===== config.mk =====
export PLATFORM = sky130hd
export DESIGN_NAME = fifo_burst_uart_tx
export DESIGN_NICKNAME = d
export VERILOG_FILES = /design/src/rtl/burst_uart_pkg.sv /design/src/rtl/burst_baud_gen.sv /design/src/rtl/burst_uart_ser.sv /design/src/rtl/burst_drain_ctl.sv /design/src/rtl/fifo_burst_uart_tx.sv
export SDC_FILE = /design/constraint.sdc
export NUM_CORES = 1
export LEC_CHECK = 0
export CAP_MARGIN = 20
export CORE_MARGIN = 1.5
export CORE_UTILIZATION = 65
export CTS_CLUSTER_DIAMETER = 100
export DETAILED_ROUTE_END_ITERATION = 16
export DONT_BUFFER_PORTS = 1
export PLACE_DENSITY = 0.81
export REMOVE_ABC_BUFFERS = 1
export SLEW_MARGIN = 20
export SYNTH_ARGS = -nofsm -noshare
export SYNTH_HDL_FRONTEND = slang
export SYNTH_HIERARCHICAL = 1
export SYNTH_SLANG_ARGS = --single-unit

===== constraint.sdc =====
create_clock -name clk -period 6.73 [get_ports clk]
set_input_delay 1.0095 -clock clk [delete_from_list [all_inputs] [get_ports clk]]
set_output_delay 1.0095 -clock clk [all_outputs]
set_load 0.02 [all_outputs]

===== src/rtl/burst_uart_pkg.sv =====
package burst_uart_pkg;

  typedef enum logic [1:0] {
    DR_WAIT    = 2'd0,
    DR_STROBE  = 2'd1,
    DR_CAPTURE = 2'd2,
    DR_SEND    = 2'd3
  } drain_state_e;

  function automatic int unsigned round_div(input int unsigned num, input int unsigned den);
    return (num + den / 2) / den;
  endfunction

endpackage


===== src/rtl/burst_baud_gen.sv =====
module burst_baud_gen #(
  parameter int unsigned DIV = 1302
) (
  input  logic clk,
  input  logic rst,
  input  logic restart,
  input  logic run,
  output logic tick
);
  localparam int CW = (DIV > 1) ? $clog2(DIV) : 1;
  localparam logic [CW-1:0] LAST = CW'(DIV - 1);

  logic [CW-1:0] cnt;

  always_ff @(posedge clk) begin
    if (rst || restart) begin
      cnt <= '0;
    end else if (run) begin
      if (cnt == LAST) cnt <= '0;
      else             cnt <= cnt + 1'b1;
    end
  end

  assign tick = run && !restart && (cnt == LAST);

endmodule


===== src/rtl/burst_uart_ser.sv =====
module burst_uart_ser #(
  parameter int DW = 8
) (
  input  logic          clk,
  input  logic          rst,
  input  logic          load,
  input  logic [DW-1:0] data,
  input  logic          tick,
  output logic          tx,
  output logic          busy
);
  localparam int FRAME = DW + 2;
  localparam int IW    = $clog2(FRAME);
  localparam logic [IW-1:0] LAST_IDX = IW'(FRAME - 1);

  logic [DW:0]   shreg;
  logic [IW-1:0] idx;

  always_ff @(posedge clk) begin
    if (rst) begin
      tx    <= 1'b1;
      busy  <= 1'b0;
      shreg <= '1;
      idx   <= '0;
    end else if (load && !busy) begin
      tx    <= 1'b0;
      busy  <= 1'b1;
      shreg <= {1'b1, data};
      idx   <= '0;
    end else if (busy && tick) begin
      if (idx == LAST_IDX) begin
        tx   <= 1'b1;
        busy <= 1'b0;
      end else begin
        tx    <= shreg[0];
        shreg <= {1'b1, shreg[DW:1]};
        idx   <= idx + 1'b1;
      end
    end
  end

  // a frame opens with a low start bit
  assert_start_low_R4: assert property (@(posedge clk) disable iff (rst)
    $rose(busy) |-> !tx);
  // the line is high once a frame is over
  assert_stop_high_R4: assert property (@(posedge clk) disable iff (rst)
    $fell(busy) |-> tx);
  // the line changes only on a baud tick
  assert_bit_hold_R5: assert property (@(posedge clk) disable iff (rst)
    (busy && !tick) |=> $stable(tx));

endmodule


===== src/rtl/burst_drain_ctl.sv =====
module burst_drain_ctl
  import burst_uart_pkg::*;
(
  input  logic clk,
  input  logic rst,
  input  logic full_n,
  input  logic empty_n,
  input  logic flush,
  input  logic ser_busy,
  output logic rd_n,
  output logic load
);
  drain_state_e st, nxt;
  logic start;

  assign start = !full_n || (flush && empty_n);

  always_comb begin
    nxt = st;
    unique case (st)
      DR_WAIT:    if (start) nxt = DR_STROBE;
      DR_STROBE:  nxt = DR_CAPTURE;
      DR_CAPTURE: nxt = DR_SEND;
      DR_SEND:    if (!ser_busy) nxt = empty_n ? DR_STROBE : DR_WAIT;
      default:    nxt = DR_WAIT;
    endcase
  end

  always_ff @(posedge clk) begin
    if (rst) begin
      st   <= DR_WAIT;
      rd_n <= 1'b1;
    end else begin
      st   <= nxt;
      rd_n <= (nxt != DR_STROBE);
    end
  end

  assign load = (st == DR_CAPTURE);

  // the strobe lasts one cycle
  assert_rd_single_R3: assert property (@(posedge clk) disable iff (rst)
    !rd_n |=> rd_n);
  // no strobe while a character is going out
  assert_rd_idle_R3: assert property (@(posedge clk) disable iff (rst)
    !rd_n |-> !ser_busy);
  // waiting with no trigger keeps the strobe idle
  assert_hold_R7: assert property (@(posedge clk) disable iff (rst)
    (st == DR_WAIT && full_n && !(flush && empty_n)) |=> rd_n);
  // an empty FIFO at frame end returns to waiting
  assert_empty_stop_R6: assert property (@(posedge clk) disable iff (rst)
    (st == DR_SEND && !ser_busy && !empty_n) |=> (rd_n && st == DR_WAIT));

endmodule


===== src/rtl/fifo_burst_uart_tx.sv =====
module fifo_burst_uart_tx #(
  parameter int unsigned CLK_HZ = 50_000_000,
  parameter int unsigned BAUD   = 38_400,
  parameter int          DW     = 8
) (
  input  logic          clk,
  input  logic          rst,
  input  logic          fifo_full_n,
  input  logic          fifo_empty_n,
  input  logic          flush,
  output logic          fifo_rd_n,
  input  logic [DW-1:0] fifo_rd_data,
  output logic          tx
);
  localparam int unsigned DIV = burst_uart_pkg::round_div(CLK_HZ, BAUD);

  logic load, busy, tick;

  burst_drain_ctl u_ctl (
    .clk     (clk),
    .rst     (rst),
    .full_n  (fifo_full_n),
    .empty_n (fifo_empty_n),
    .flush   (flush),
    .ser_busy(busy),
    .rd_n    (fifo_rd_n),
    .load    (load)
  );

  burst_baud_gen #(.DIV(DIV)) u_baud (
    .clk    (clk),
    .rst    (rst),
    .restart(load),
    .run    (busy),
    .tick   (tick)
  );

  burst_uart_ser #(.DW(DW)) u_ser (
    .clk (clk),
    .rst (rst),
    .load(load),
    .data(fifo_rd_data),
    .tick(tick),
    .tx  (tx),
    .busy(busy)
  );

  // inputs stay consistent, never full and empty together
  assert_flags_sane_R9: assert property (@(posedge clk) disable iff (rst)
    !(!fifo_full_n && !fifo_empty_n));

endmodule


==> results.ini, run 1 <==
[worst_setup_path]
arrival_ps = 2890
crit_family = simple AND/OR/NAND/NOR gates
required_ps = 6980
critPathMaxFanout = 9
cp_cell_sequence = or4b_1 > or4_1 > nor2_1 > and2_1 > a2111oi_2 > a211oi_1
worst_path_max_delay_cell = or4b_1
critPathCaptureType = flip-flop
crit_type = reg -> reg
max_stage_delay_ps = 570
critPathLaunchType = flip-flop
crit_buf_inv = 0

[place]
portBuffers = 0
dpl.hpwl_microns = 1940
gp_congestion = 0.784

[synthesis]
syn_area_sq_um = 1500
netlist_top_cells_area = dfxtp_1 (37%), a2111oi_2 (5.0%), nor3_1 (4.4%)
synth.yosys.seq_area_share_pct = 37.5
syn_inst = 160
async_flop_share_pct = 0
ys_seq_elements = 28
ys.flop_type = dfxtp_1
synth_top_area_cell = dfxtp_1
yosysWarnings = 6
avgSynthCellArea_sq_um = 9.34
synth_commonest_cells = dfxtp_1 (28), nor3_1 (13), a21oi_1 (12)
synth.most_common_cell = dfxtp_1
synth_top_area_share_pct = 37.5
synth.distinct_cells = 44
synth_edf_count = 0

[floorplan]
core_sq_um = 2190
start_util_pct = 68.2
rows = 17
die_width_microns = 51.0
die_height_microns = 51.0
ios = 15
dieArea_sq_um = 2600

[power_and_ir_drop]
power_leakage_nw = 0.487
power.total_mw = 0.294
power_density_nw_per_um2 = 196
vdd_drop_max_v = 0.000176

[global_routing]
antenna_found_initial = 0
grt_use_total_pct = 22.6
grt_pass1_wl_microns = 4520
grt_pass1_vias = 1079
overflow = 0
grt_max_degree = 27

[layout]
area_growth_pct = 0.502
drive_gt1_share_pct = 15.4
finalNetCount = 174
antenna_cells = 0
fillers = 175

[timing]
fin_crit_sh_pct = 39.3
finClkSkew_ps = 11.1
max_freq_mhz = 378
setup_viol = 0
worstMarginPinSlew_ps = 963
slew_viol_final = 0
finalHoldViolCount = 0
hold_slack_ps = 503
final.min_clock_period_ps = 2640
relSlewSlack_pct = 35.1
tns_ps = 0
rsz0062_at_grt = false

[clocking]
clockBufferDepth = 2
post_cts_resized = 0
numCtsBuffers = 3
postCtsSetupBuffers = 0
cts_tree = done
clk_pin_slew_ps = 150
htreeDepth = 1
ctsHoldBuffers = 0
cts.sinks = 28
clk_latency_ps = 320
cts_root_buffer = clkbuf_4

[drt]
first_iter_violations = 20
routedWlPerCell_microns = 14.7
via_count = 1199
post-route-drc-count = 0
firstDrtPassIters = 4
antenna_left = 0
avgViaCountPerCell = 6.52
drt_wl_total_microns = 2700

[flow_run]
drv_cap = 0

[status]
status = finished clean

[hold_path]
worstHoldPathType = reg -> reg

## layout by cell type (no fill, tap or decap), types with 2 or more instances in the layout
| master | count |
|---|---|
| dfxtp_1 | 28 |
| or3_1 | 6 |
| nor3_1 | 13 |
| nand2b_1 | 2 |
| a2111oi_2 | 5 |
| a211oi_1 | 7 |
| o21ai_0 | 6 |
| clkbuf_4 | 3 |
| xor2_1 | 3 |
| a31oi_1 | 2 |
| nand4_1 | 4 |
| o31ai_1 | 3 |
| nand2_1 | 7 |
| ha_1 | 4 |
| inv_1 | 6 |
| nor2_1 | 11 |
| a211oi_2 | 4 |
| or4_1 | 4 |
| a21oi_1 | 12 |
| nand3_1 | 5 |
## worst register-to-register path, stage by stage (launching register included)
cell	delay, ps
dfxtp_1	380
or4b_1	570
or4_1	510
nor2_1	230
and2_1	490
a2111oi_2	150
a211oi_1	240
## layout make-up
cell class / instances / area, sq um / share of cell area, %
Sequential cell: 28 / 561 / 37.3
Inverter: 7 / 26.3 / 1.75
Tap cell: 28 / 35.0 / 2.33
Clock buffer: 4 / 36.3 / 2.41
Multi-Input combinational cell: 117 / 845 / 56.2
## per-layer routing
| metal | wire, microns | GRT usage [%] |
|---|---|---|
| met1 | 1230 | 27.7 |
| met5 | 0 | 0 |
| met3 | 67 | 3.51 |
| met4 | 14 | 8.56 |
| met2 | 1390 | 39.6 |
## registers in the layout, summed over array words and instances (netlist names)
| name | cells |
|---|---|
| u_baud/cnt | 11 |
| u_ctl/rd_n | 1 |
| u_ctl/st | 2 |
| u_ser/busy | 1 |
| u_ser/idx | 4 |
| u_ser/shreg | 8 |
| u_ser/tx | 1 |
## logic make-up (layout without fill, tap and decap cells)
family                     after synthesis  in the layout  synth area share (%)
xor gates and xnor gates                 4              4                  2.34
DFF                                     28             28                  37.5
adders and majority gates                4              4                  3.35
AOI/OAI and AO/OA                       47             47                  26.6
buffers and inverters                   15             11                  6.02
and+or+nand+nor                         62             62                  24.2
## per-stage QoR
stage	cells	cell area, sq um	setup slack [ps]	utilization [%]
2_1_floorplan	152	1430	4370	-
3_3_place_gp	180	1470	4250	66.9
3_5_place_dp	180	1470	4120	66.9
4_1_cts	184	1500	4090	68.6
5_1_grt	184	1500	3990	68.6
6_report	184	1500	4090	68.6
## final timing paths
path                                     start             end  slack [ps]  depth (start not counted)
worst min-delay path            u_baud/cnt[10]  u_baud/cnt[10]         500                          2
worst max register to register   u_baud/cnt[3]  u_ser/shreg[3]        4090                          6
worst max-delay path             u_baud/cnt[3]  u_ser/shreg[3]        4090                          6
worst min register to register  u_baud/cnt[10]  u_baud/cnt[10]         500                          2
## power breakdown
group	switching [mW]	total (mW)	leakage, nW	internal, mW
clock	0.0469	0.0800	0.0210	0.0331
combinational	0.0169	0.0301	0.239	0.0132
sequential	0.0109	0.184	0.228	0.174
No activity file was read; power rests on OpenSTA's default activity.
==> run 2, diff against run 1 <==
CORE_UTILIZATION = 61   (was 65)
PLACE_DENSITY = 0.77   (was 0.81)
clock period = 2.8 ns   (was 6.73 ns; I/O delays follow)
==> results.ini, run 2 (synthesis gave the netlist of run 1 again) <==
[timing]
max_freq_mhz = 381  ; +0.60%
finalHoldViolCount = 0  ; unchanged
slew_viol_final = 0  ; unchanged
finClkSkew_ps = 11.1  ; -0.0130 ps
final.min_clock_period_ps = 2630  ; -15.8 ps
relSlewSlack_pct = 67.6  ; +33 points
setup_slack_ps = 172  ; -3910 ps
tns_ps = 0  ; unchanged
hold_slack_ps = 140  ; -363 ps
fin_crit_sh_pct = 93.8  ; +55 points
worstMarginPinSlew_ps = 486  ; -478 ps
rsz0062_at_grt = false
setup_viol = 0  ; unchanged

[clocking]
ctsHoldBuffers = 0  ; unchanged
clockBufferDepth = 2  ; unchanged
post_cts_resized = 0  ; unchanged
cts_tree = done
htreeDepth = 1  ; unchanged
cts.sinks = 28  ; unchanged
postCtsSetupBuffers = 0  ; unchanged
clk_pin_slew_ps = 150  ; about the same
clk_latency_ps = 330  ; about the same
cts_root_buffer = clkbuf_4
numCtsBuffers = 3  ; unchanged

[worst_setup_path]
arrival_ps = 2880  ; about the same
crit_type = reg -> reg
critPathLaunchType = flip-flop
crit_buf_inv = 0  ; unchanged
worstSetupStartpoint = u_baud/cnt[3]
critPathCaptureType = flip-flop
endpoint = u_ser/shreg[3]
max_stage_delay_ps = 570  ; about the same
required_ps = 3050  ; -3930 ps
cp.depth = 6  ; unchanged
regToRegStartpoint = u_baud/cnt[3]
r2r.worst_path.cells = 6  ; unchanged
worst_path_max_delay_cell = or4b_1
critPathMaxFanout = 9  ; unchanged
r2r_slack_ps = 170  ; -3910 ps
r2r_end = u_ser/shreg[3]
cp_cell_sequence = or4b_1 > or4_1 > nor2_1 > and2_1 > a2111oi_2 > a211oi_1
crit_family = simple AND/OR/NAND/NOR gates

[layout]
finalNetCount = 176  ; +1.1%
mostFrequentLayoutCell = dfxtp_1
largest_registers = u_baud/cnt x11, u_ser/shreg x8, u_ser/idx x4
final_cell_mix = dfxtp_1 (28), nor3_1 (13), a21oi_1 (12), nor2_1 (11)
area_growth_pct = 1.51
top_register = u_baud/cnt
fillers = 195  ; +11%
largest_reg_flops = 11  ; unchanged
antenna_cells = 0  ; unchanged
drive_gt1_share_pct = 16.5  ; +1.1 points
final_cells = 186  ; +1.1%

[floorplan]
dieArea_sq_um = 2760  ; +6.2%
start_util_pct = 66.3  ; -1.9 points
ios = 15  ; unchanged
die_width_microns = 52.5  ; +3.0%
rows = 17  ; unchanged
core_sq_um = 2250  ; +2.9%
die_height_microns = 52.5  ; +3.0%

[drt]
drt_wl_total_microns = 2770  ; +2.6%
firstDrtPassIters = 4  ; unchanged
post-route-drc-count = 0  ; unchanged
routedWlPerCell_microns = 14.9  ; +1.5%
antenna_left = 0  ; unchanged
via_count = 1180  ; -1.6%
first_iter_violations = 25  ; +25%
avgViaCountPerCell = 6.34  ; -2.6%

[place]
gp_congestion = 0.740  ; -5.5%
preCtsSetupSlack_ps = 196  ; -3930 ps
dpl.hpwl_microns = 1950  ; +0.56%
portBuffers = 0  ; unchanged
dp.cells = 182  ; +1.1%

[global_routing]
antenna_found_initial = 0  ; unchanged
grt_use_total_pct = 23.3  ; +0.69 points
grt_max_degree = 27  ; unchanged
grt_pass1_wl_microns = 4750  ; +5.0%
grt_pass1_vias = 1088  ; +0.83%
overflow = 0  ; unchanged

[flow_run]
drv_cap = 0  ; unchanged

[status]
status = finished clean

[hold_path]
worstHoldPathType = in -> reg

[power_and_ir_drop]
power_density_nw_per_um2 = 471  ; +140%
power_leakage_nw = 0.497  ; +2.1%
vdd_drop_max_v = 0.000415  ; +140%

-- run 2: cell types whose count changed in the layout (fill, tap and decap cells not counted), sizes merged --
cell and change:
buf +2
-- run 2: metal layers --
metal | part of all wire, % | routed length [microns] | track usage, %
met5 | 0 | 0 | 0
met4 | 0.61 | 17 | 4.27
met3 | 4.0 | 112 | 6.00
met2 | 50 | 1380 | 40.6
met1 | 46 | 1260 | 28.9
-- run 2: how the worst min path moves through the flow --
| stage | cells past startpoint | slack [ps] | to | startpoint |
|---|---|---|---|---|
| 5_1_grt | 1 | 130 | u_ser/busy | rst |
| 3_3_place_gp | 2 | 470 | u_baud/cnt[10] | u_baud/cnt[10] |
| 2_1_floorplan | 2 | 450 | u_baud/cnt[10] | u_baud/cnt[10] |
| 3_5_place_dp | 2 | 490 | u_baud/cnt[10] | u_baud/cnt[10] |
| 6_report | 1 | 140 | u_ser/busy | rst |
| 4_1_cts | 1 | 130 | u_ser/busy | rst |
-- run 2: layout make-up --
class	instances	area, sq um	share of cell area [%]
well taps	28	35.0	2.31
inverters	7	26.3	1.73
multi-input cells	117	845	55.6
flip-flops and latches	28	561	36.9
repair buffers	2	15.0	0.989
clock buffers	4	36.3	2.39
-- run 2: where the power goes --
part / total (mW) / internal (mW) / switching, mW
Sequential: 0.438 / 0.417 / 0.0212
Combinational: 0.0809 / 0.0351 / 0.0458
Clock: 0.196 / 0.0796 / 0.117
-- run 2: stage by stage --
step           instance area, sq um  utilization, %  power, mW
6_report                       1520            67.3      0.715
5_1_grt                        1520            67.3      0.752
4_1_cts                        1520            67.3      0.722
3_5_place_dp                   1480            65.7      0.528
3_3_place_gp                   1480            65.7      0.523
2_1_floorplan                  1430               -      0.507
==> run 3, diff against run 2 <==
REMOVE_ABC_BUFFERS = unset   (was 1)
==> results.ini, run 3 (synthesis gave the netlist of run 1 again) <==
[drt]
post-route-drc-count = 0  ; unchanged
via_count = 1194  ; +1.2%
drt_wl_total_microns = 2700  ; -2.6%
antenna_left = 0  ; unchanged
first_iter_violations = 7  ; -72%
firstDrtPassIters = 4  ; unchanged
routedWlPerCell_microns = 14.4  ; -3.2%
avgViaCountPerCell = 6.39  ; +0.65%

[floorplan]
die_height_microns = 52.5  ; unchanged
start_util_pct = 66.3  ; unchanged
core_sq_um = 2250  ; unchanged
rows = 17  ; unchanged
ios = 15  ; unchanged
die_width_microns = 52.5  ; unchanged
dieArea_sq_um = 2760  ; unchanged

[power_and_ir_drop]
power_density_nw_per_um2 = 467  ; -0.92%
vdd_drop_max_v = 0.000348  ; -16%
power_leakage_nw = 0.503  ; +1.1%

[timing]
slew_viol_final = 0  ; unchanged
tns_ps = 0  ; unchanged
final.min_clock_period_ps = 2470  ; -155 ps
finalHoldViolCount = 0  ; unchanged
setup_viol = 0  ; unchanged
max_freq_mhz = 404  ; +6.3%
fin_crit_sh_pct = 88.3  ; -5.5 points
relSlewSlack_pct = 70.4  ; +2.8 points
rsz0062_at_grt = false
worstMarginPinSlew_ps = 444  ; -42.3 ps
finClkSkew_ps = 3.76  ; -7.30 ps

[hold_path]
worstHoldPathType = in -> reg

[synthesis]
synth_fp_nets = 177

[layout]
finalNetCount = 177  ; +0.57%
largest_registers = u_baud/cnt x11, u_ser/shreg x8, u_ser/idx x4
largest_reg_flops = 11  ; unchanged
drive_gt1_share_pct = 17.0  ; +0.53 points
top_register = u_baud/cnt
final_cell_mix = dfxtp_1 (28), nor3_1 (13), a21oi_1 (12), nor2_1 (11)
mostFrequentLayoutCell = dfxtp_1
area_growth_pct = 2.01
final_util_pct = 67.6  ; +0.33 points
antenna_cells = 0  ; unchanged

[clocking]
clk_pin_slew_ps = 140  ; about the same
numCtsBuffers = 3  ; unchanged
post_cts_resized = 0  ; unchanged
postCtsSetupBuffers = 0  ; unchanged
cts_tree = done
cts.sinks = 28  ; unchanged
htreeDepth = 1  ; unchanged
clk_latency_ps = 320  ; about the same
clockBufferDepth = 2  ; unchanged
ctsHoldBuffers = 0  ; unchanged
cts_root_buffer = clkbuf_4

[place]
dpl.hpwl_microns = 1900  ; -2.2%
portBuffers = 0  ; unchanged
gp_congestion = 0.770  ; +3.9%

[worst_setup_path]
crit_type = reg -> reg
arrival_ps = 2710  ; -170 ps
required_ps = 3040  ; about the same
critPathCaptureType = flip-flop
critPathMaxFanout = 9  ; unchanged
critPathLaunchType = flip-flop

[flow_run]
drv_cap = 0  ; unchanged

[global_routing]
grt_pass1_wl_microns = 4310  ; -9.2%
antenna_found_initial = 0  ; unchanged
grt_use_total_pct = 21.1  ; -2.1 points
overflow = 0  ; unchanged
grt_max_degree = 27  ; unchanged
grt_pass1_vias = 961  ; -12%

[status]
status = finished clean

-- run 3: cell types whose count changed in the layout (fill, tap and decap cells not counted) --
| cell | before | now |
|---|---|---|
| buf_4 | 2 | 3 |
-- run 3: metal layers --
layer | GRT usage, % | up-vias | wire length [microns]
li1 | - | 608 | -
met1 | 27.0 | 568 | 1250
met2 | 35.6 | 14 | 1340
met3 | 2.57 | 4 | 66
met4 | 8.97 | 0 | 43
met5 | 0 | - | 0
-- run 3: cell type report --
class | instances | area (sq um)
fillers | 184 | 729
clock buffers | 4 | 36.3
inverters | 7 | 26.3
flip-flops and latches | 28 | 561
well taps | 28 | 35.0
multi-input cells | 117 | 845
repair buffers | 3 | 22.5
-- run 3: through the flow --
stage	total power, mW	worst slack [ps]	hold slack [ps]	area, sq um	cells
final	0.712	327	151	1530	187
after floorplan	0.522	572	450	1500	160
after detailed placement	0.529	382	481	1490	183
after CTS	0.720	348	139	1530	187
after global routing	0.745	234	124	1530	187
after global placement	0.523	484	468	1490	183
-- run 3: worst max-delay path, stage by stage (launching register included) --
cell       delay (ps)
dfxtp_1           390
or4b_1            570
or4_1             510
nor2_1            230
and2_1            160
buf_4             190
a2111oi_2          90
a211oi_1          240
-- run 3: path summary, 6_finish.rpt --
| kind | end | slack [ps] | depth (start not counted) | from |
|---|---|---|---|---|
| worst max-delay path | u_ser/shreg[1] | 330 | 7 | u_baud/cnt[3] |
| worst min-delay path | u_ser/busy | 150 | 1 | rst |
| worst max register to register | u_ser/shreg[1] | 330 | 7 | u_baud/cnt[3] |
| worst min register to register | u_baud/cnt[10] | 500 | 2 | u_baud/cnt[10] |
-- run 3: power by group --
group	internal, mW	switching, mW	leakage, nW
sequential	0.417	0.0208	0.228
combinational	0.0353	0.0464	0.254
clock	0.0795	0.113	0.0210
